**src/rtl/cbc_pkg.sv**
```systemverilog
package cbc_pkg;

    localparam int unsigned CPU_AW = 16;

    typedef enum logic [1:0] {
        RGN_ROM_FIXED  = 2'd0,
        RGN_ROM_BANKED = 2'd1,
        RGN_NIB_RAM    = 2'd2,
        RGN_NONE       = 2'd3
    } region_e;

    typedef struct packed {
        region_e region;
        logic    bank_zone;
    } decode_t;

    function automatic decode_t classify(input logic [CPU_AW-1:0] a);
        decode_t d;
        d.bank_zone = (a[15:13] == 3'b001);
        if (a[15:14] == 2'b00)
            d.region = RGN_ROM_FIXED;
        else if (a[15:14] == 2'b01)
            d.region = RGN_ROM_BANKED;
        else if (a[15:13] == 3'b101)
            d.region = RGN_NIB_RAM;
        else
            d.region = RGN_NONE;
        return d;
    endfunction

endpackage

```
**src/rtl/cbc_decode.sv**
```systemverilog
module cbc_decode
    import cbc_pkg::*;
(
    input  logic [CPU_AW-1:0] addr,
    output decode_t           dec
);

    always_comb begin
        dec = classify(addr);
    end

endmodule

```
**src/rtl/cbc_bank_reg.sv**
```systemverilog
module cbc_bank_reg #(
    parameter int unsigned BANK_W = 4,
    parameter int unsigned CNT_W  = BANK_W + 1
) (
    input  logic              clk,
    input  logic              rst,
    input  logic              load,
    input  logic [BANK_W-1:0] req,
    input  logic [CNT_W-1:0]  count,
    output logic [BANK_W-1:0] bank
);

    localparam logic [BANK_W-1:0] BANK_ONE = BANK_W'(1);

    logic [CNT_W-1:0]  mask_full;
    logic [BANK_W-1:0] folded;
    logic [BANK_W-1:0] next_bank;

    always_comb begin
        mask_full = count - CNT_W'(1);
        folded    = req & mask_full[BANK_W-1:0];
        next_bank = (folded == '0) ? BANK_ONE : folded;
    end

    always_ff @(posedge clk) begin
        if (rst)
            bank <= BANK_ONE;
        else if (load)
            bank <= next_bank;
    end

    logic unused_cnt_top;
    assign unused_cnt_top = mask_full[CNT_W-1];

endmodule

```
**src/rtl/cbc_nibble_ram.sv**
```systemverilog
module cbc_nibble_ram #(
    parameter int unsigned DEPTH = 512,
    parameter int unsigned WIDTH = 4,
    parameter int unsigned AW    = $clog2(DEPTH)
) (
    input  logic             clk,
    input  logic             we,
    input  logic [AW-1:0]    idx,
    input  logic [WIDTH-1:0] wdata,
    output logic [WIDTH-1:0] rdata
);

    logic [WIDTH-1:0] cells [DEPTH];

    always_ff @(posedge clk) begin
        if (we)
            cells[idx] <= wdata;
    end

    assign rdata = cells[idx];

endmodule

```
**src/rtl/cbc_ctrl.sv**
```systemverilog
module cbc_ctrl
    import cbc_pkg::*;
#(
    parameter int unsigned DATA_W    = 8,
    parameter int unsigned BANK_W    = 4,
    parameter int unsigned WIN_W     = 14,
    parameter int unsigned RAM_DEPTH = 512,
    parameter int unsigned RAM_W     = 4,
    parameter int unsigned CNT_W     = BANK_W + 1,
    parameter int unsigned ROM_AW    = BANK_W + WIN_W
) (
    input  logic              clk,
    input  logic              rst,
    input  logic [15:0]       cpu_addr,
    input  logic [DATA_W-1:0] cpu_wdata,
    input  logic              cpu_rd,
    input  logic              cpu_wr,
    input  logic [CNT_W-1:0]  bank_count,
    output logic [ROM_AW-1:0] rom_addr,
    output logic              rom_sel,
    output logic [DATA_W-1:0] rd_data
);

    localparam int unsigned RAM_AW = $clog2(RAM_DEPTH);

    decode_t           dec;
    logic [BANK_W-1:0] bank;
    logic [RAM_W-1:0]  ram_q;
    logic              bank_load;
    logic              ram_we;
    logic              in_rom;

    cbc_decode u_decode (
        .addr (cpu_addr),
        .dec  (dec)
    );

    assign bank_load = cpu_wr && dec.bank_zone;
    assign ram_we    = cpu_wr && (dec.region == RGN_NIB_RAM);
    assign in_rom    = (dec.region == RGN_ROM_FIXED) || (dec.region == RGN_ROM_BANKED);

    cbc_bank_reg #(
        .BANK_W (BANK_W),
        .CNT_W  (CNT_W)
    ) u_bank (
        .clk   (clk),
        .rst   (rst),
        .load  (bank_load),
        .req   (cpu_wdata[BANK_W-1:0]),
        .count (bank_count),
        .bank  (bank)
    );

    cbc_nibble_ram #(
        .DEPTH (RAM_DEPTH),
        .WIDTH (RAM_W)
    ) u_ram (
        .clk   (clk),
        .we    (ram_we),
        .idx   (cpu_addr[RAM_AW-1:0]),
        .wdata (cpu_wdata[RAM_W-1:0]),
        .rdata (ram_q)
    );

    always_comb begin
        unique case (dec.region)
            RGN_ROM_FIXED:  rom_addr = {{BANK_W{1'b0}}, cpu_addr[WIN_W-1:0]};
            RGN_ROM_BANKED: rom_addr = {bank, cpu_addr[WIN_W-1:0]};
            default:        rom_addr = '0;
        endcase
    end

    assign rom_sel = cpu_rd && in_rom;
    assign rd_data = (dec.region == RGN_NIB_RAM) ? {{(DATA_W-RAM_W){1'b0}}, ram_q} : {DATA_W{1'b1}};

    logic unused_wdata_hi;
    assign unused_wdata_hi = ^cpu_wdata[DATA_W-1:BANK_W];

endmodule

```
**config.mk**
```make
export PLATFORM = sky130hd
export DESIGN_NAME = cbc_ctrl
export DESIGN_NICKNAME = d
export VERILOG_FILES = /design/src/rtl/cbc_pkg.sv /design/src/rtl/cbc_decode.sv /design/src/rtl/cbc_bank_reg.sv /design/src/rtl/cbc_nibble_ram.sv /design/src/rtl/cbc_ctrl.sv
export SDC_FILE = /design/constraint.sdc
export NUM_CORES = 2
export LEC_CHECK = 0
export BUFFER_PORTS_ARGS = -buffer_cell sky130_fd_sc_hd__buf_2
export CAP_MARGIN = 10
export CORE_MARGIN = 3
export CORE_UTILIZATION = 29
export CTS_BUF_LIST = sky130_fd_sc_hd__clkbuf_16
export DETAILED_ROUTE_END_ITERATION = 10
export GPL_TIMING_DRIVEN = 0
export PLACE_DENSITY = 0.43
export SYNTH_ARGS = -nofsm -noshare
export SYNTH_HDL_FRONTEND = slang
export SYNTH_SLANG_ARGS = --single-unit
```
**constraint.sdc**
```tcl
create_clock -name clk -period 10.6 [get_ports clk]
set_clock_uncertainty 0.2 [all_clocks]
set_input_delay 2.12 -clock clk [delete_from_list [all_inputs] [get_ports clk]]
set_output_delay 2.12 -clock clk [all_outputs]
set_load 0.01 [all_outputs]
```
==> impl_metrics.csv <==
group,metric,value,unit
status,status,"complete, but fails checks",
status,violations,"negative setup slack",
logic_synthesis,ys_types,67,
logic_synthesis,yosys.area.top_type_share,75.5,%
floorplanning,die_area,287000,µm²
logic_synthesis,synthCells,4133,
logic_synthesis,ys_seq_area_share,75.6,%
routing,drt-pass1-iter-count,8,
floorplanning,die_w,536,µm
routing,routed_via_density,5.61,
sta,worst_slack,-0.432,ns
sta,max_slew.worst_pin.slew,1.38,ns
global_routing,grt_pass1_wl,462,mm
worst_setup_path,startpoint_type,"primary input",
worst_setup_path,r2r-start,"u_bank.bank[0]$_SDFFE_PP1P_",
logic_synthesis,ys_ff_latch,2052,
sta,period_share,104,%
worst_setup_path,critPathKind,"primary input to primary output",
power,leakage,29.2,nW
cts,cts_buffers,220,
floorplanning,pin_count,60,
logic_synthesis,netlist_area,81400,µm²
routing,num_vias,46900,
global_routing,antenna_found_initial,45,
worst_setup_path,critical-path-top-delay-family,"buffers and inverters",
hold_path,holdCritStartpoint,"u_bank.bank[2]$_SDFFE_PP0P_",
power,power_density,186,nW/µm²
logic_synthesis,synth_common_cells,"2048 x edfxtp_1, 561 x nor2_1, 456 x mux4_2, 202 x mux2i_1, 119 x clkbuf_1",
floorplanning,start_util,29.3,%
sta,drv_slew,0,
worst_setup_path,crit_buf_inv,7,
finish,final_area,94600,µm²
sta,min_period,11.03,ns
power,pwr-share-clk,42.6,%
worst_setup_path,end_kind,"primary output",
floorplanning,chipHeight,536,µm
hold_path,hold_path.class,"flip-flop to flip-flop",
cts,clkLatencyLatePin,0.87,ns
power,seqPwrFrac,50.8,%
place,post_dp_cell_area,87600,µm²
power,ir_drop,158,µV
logic_synthesis,synth_enable_flop_cells,2048,
worst_setup_path,max_stage_delay,0.93,ns
routing,drc,0,
finish,drive_gt1_share,23.3,%
worst_setup_path,cp_slowest_cell,"buf_2",
global_routing,grt_max_degree,153,
worst_setup_path,worstPathCellList,"buf_2 -> buf_4 -> buf_2 -> buf_4 -> buf_2 -> buf_2 -> mux2i_1 -> nor3_1 -> nor2_1 -> o2111ai_1 -> nor4_1 -> nand4_1 -> buf_2",
cts,clkTransAtPathRegs,0.06,ns
cts,ctsLongestPathBuffers,3,
power,power_frac_comb,6.6,%
place,gp_congestion,0.931,
job,drv_cap,0,
worst_setup_path,critPathMaxFanout,10,
power,p_int,13.3,mW
hold_path,whs_endpoint,"u_bank.bank[2]$_SDFFE_PP0P_",
finish,utilization,34.0,%
worst_setup_path,reg2reg_slack,9.49,ns
worst_setup_path,arrival,8.71,ns
floorplanning,coreArea,278000,µm²
global_routing,grt.total_usage,24.5,%
global_routing,grt_pass1_vias,45100,
logic_synthesis,synth_flop_cell,"edfxtp_1",
sta,fmax,90.6,MHz
logic_synthesis,synth_area_leaders,"edfxtp_1 76%, mux4_2 13%, nor2_1 2.6%, mux2i_1 2.5%, a22oi_1 0.56%",
cts,clock_sinks,2052,
floorplanning,row_count,193,
cts,cts_tree,"built",
routing,ant_nets,0,
sta,hold_viol,0,
sta,fin_hold_ws,0.274,ns
cts,h-tree-depth,4,
routing,wire_per_inst,42.7,µm
logic_synthesis,syn_avg_cell_area,19.7,µm²
logic_synthesis,synth.net_count,4167,
routing,drtIter0Drc,7262,
sta,setup_viol,1,
power,p_sw,4.24,mW
sta,rsz0062_at_grt,"false",
cts,post_cts_buffers,0,
routing,wl,357,mm
global_routing,grt-ovfl-total,0,
logic_synthesis,ys_async_sr_fraction,0,%
worst_setup_path,required,8.28,ns
sta,slew_headroom,7.87,%
place,hpwlAfterDp,238,mm
finish,final_nets,4497,
logic_synthesis,synth_most_common_cell,"edfxtp_1",
logic_synthesis,synth_largest_area_cell,"edfxtp_1",
worst_setup_path,crit_top_cell,"buf_2",
hold_path,hold-path-cell-count,2,
place,io_buffers,52,
worst_setup_path,rr_endpoint,"u_bank.bank[0]$_SDFFE_PP1P_",
worst_setup_path,worstRegToRegCells,3,
cts,cts-root-buf,"clkbuf_16",
finish,area_growth_syn_to_layout,16.2,%
power,switching_share,24.1,%
logic_synthesis,ys_warn_count,0,
## power by group through the flow
stage               Sequential, mW  Clock (mW)  Combinational (mW)
detailed placement            9.10           0                1.14
floorplan                     9.10           0               0.420
global placement              9.17           0                1.09
CTS                           8.92        7.56                1.14
finish                        8.93        7.50                1.16
global route                  8.92        7.89                1.16
## cell usage in the layout, fill, tap and decap left out, drive strengths merged, types with 7 or more instances in the layout
| master | instances |
|---|---|
| and2 | 10 |
| mux2i | 202 |
| nand2 | 102 |
| a21oi | 29 |
| edfxtp | 2048 |
| o22ai | 39 |
| mux2 | 17 |
| o2111ai | 7 |
| a221oi | 16 |
| inv | 67 |
| a22o | 8 |
| buf | 274 |
| nand4 | 18 |
| nand2b | 8 |
| diode | 14 |
| a32oi | 7 |
| clkbuf | 342 |
| a2111oi | 7 |
| mux4 | 472 |
| nand3 | 53 |
| nor3 | 17 |
| o21ai | 33 |
| a31oi | 8 |
| o221ai | 7 |
| nor2b | 28 |
| nor2 | 561 |
| bufinv | 13 |
| a22oi | 61 |
| clkinv | 102 |
## metrics by stage
step	instances	worst slack, ns	setup TNS (ns)	total power, mW
2_1_floorplan	4133	3.74	0	9.52
3_3_place_gp	7890	-1.97	-65.50	10.3
3_5_place_dp	7945	-0.685	-0.902	10.2
4_1_cts	8346	0.0194	0	17.6
5_1_grt	8349	0.0174	0	18.0
6_report	8362	-0.432	-0.432	17.6
## sequential cells by signal, summed over array words and instances, names as in the netlist
name,flops
u_bank.bank,4
u_ram.cells,2048
## layer usage
layer / vias to the layer above / global-route usage [%] / routed length [µm]
met5: - / 0 / 49
li1: 17600 / - / -
met1: 25900 / 33.4 / 145000
met2: 2856 / 38.0 / 163000
met3: 561 / 6.01 / 33800
met4: 8 / 9.12 / 15500
## cell type report
type | instances | area (µm²)
Antenna cell | 14 | 35.0
Buffer | 286 | 1590
Clock buffer | 221 | 5530
Clock inverter | 181 | 1380
Fill cell | 26100 | 183000
Inverter | 6 | 22.5
Multi-Input combinational cell | 1788 | 18300
Sequential cell | 2052 | 61600
Tap cell | 3705 | 4640
Timing Repair Buffer | 109 | 1490
## tightest hold or removal path, stage by stage, from the launching register on
cell and delay, ns:
dfxtp_1 0.31, nand2b_1 0.06, a21oi_1 0.06
## how the worst max path moves through the flow
stage	startpoint	to	cells after the start
2_1_floorplan	cpu_addr[0]	rd_data[1]	11
5_1_grt	cpu_addr[2]	rd_data[1]	13
6_report	cpu_addr[2]	rd_data[1]	13
3_3_place_gp	cpu_addr[1]	rd_data[1]	13
3_5_place_dp	cpu_addr[2]	rd_data[1]	13
4_1_cts	cpu_addr[2]	rd_data[1]	13
## timing repair
action / 4_1_cts / 5_1_grt
hold endpoints to repair: 0 / 0
hold buffers: 0 / 0
resized for setup: 7 / 0
setup endpoints to repair: 2 / 0
## kinds of logic (layout without fill, tap and decap cells)
family	after synthesis	count (layout)	synth area share (%)
muxes	691	691	15.9
AOI/OAI and AO/OA	263	263	2.29
xor gates and xnor gates	2	2	0.0215
and+or+nand+nor	831	831	4.29
DFF	2052	2052	75.6
buffers and inverters	293	803	1.89
adders and majority gates	1	1	0.0154
other	0	14	0
Note: power is estimated with default switching activity, not from simulation.
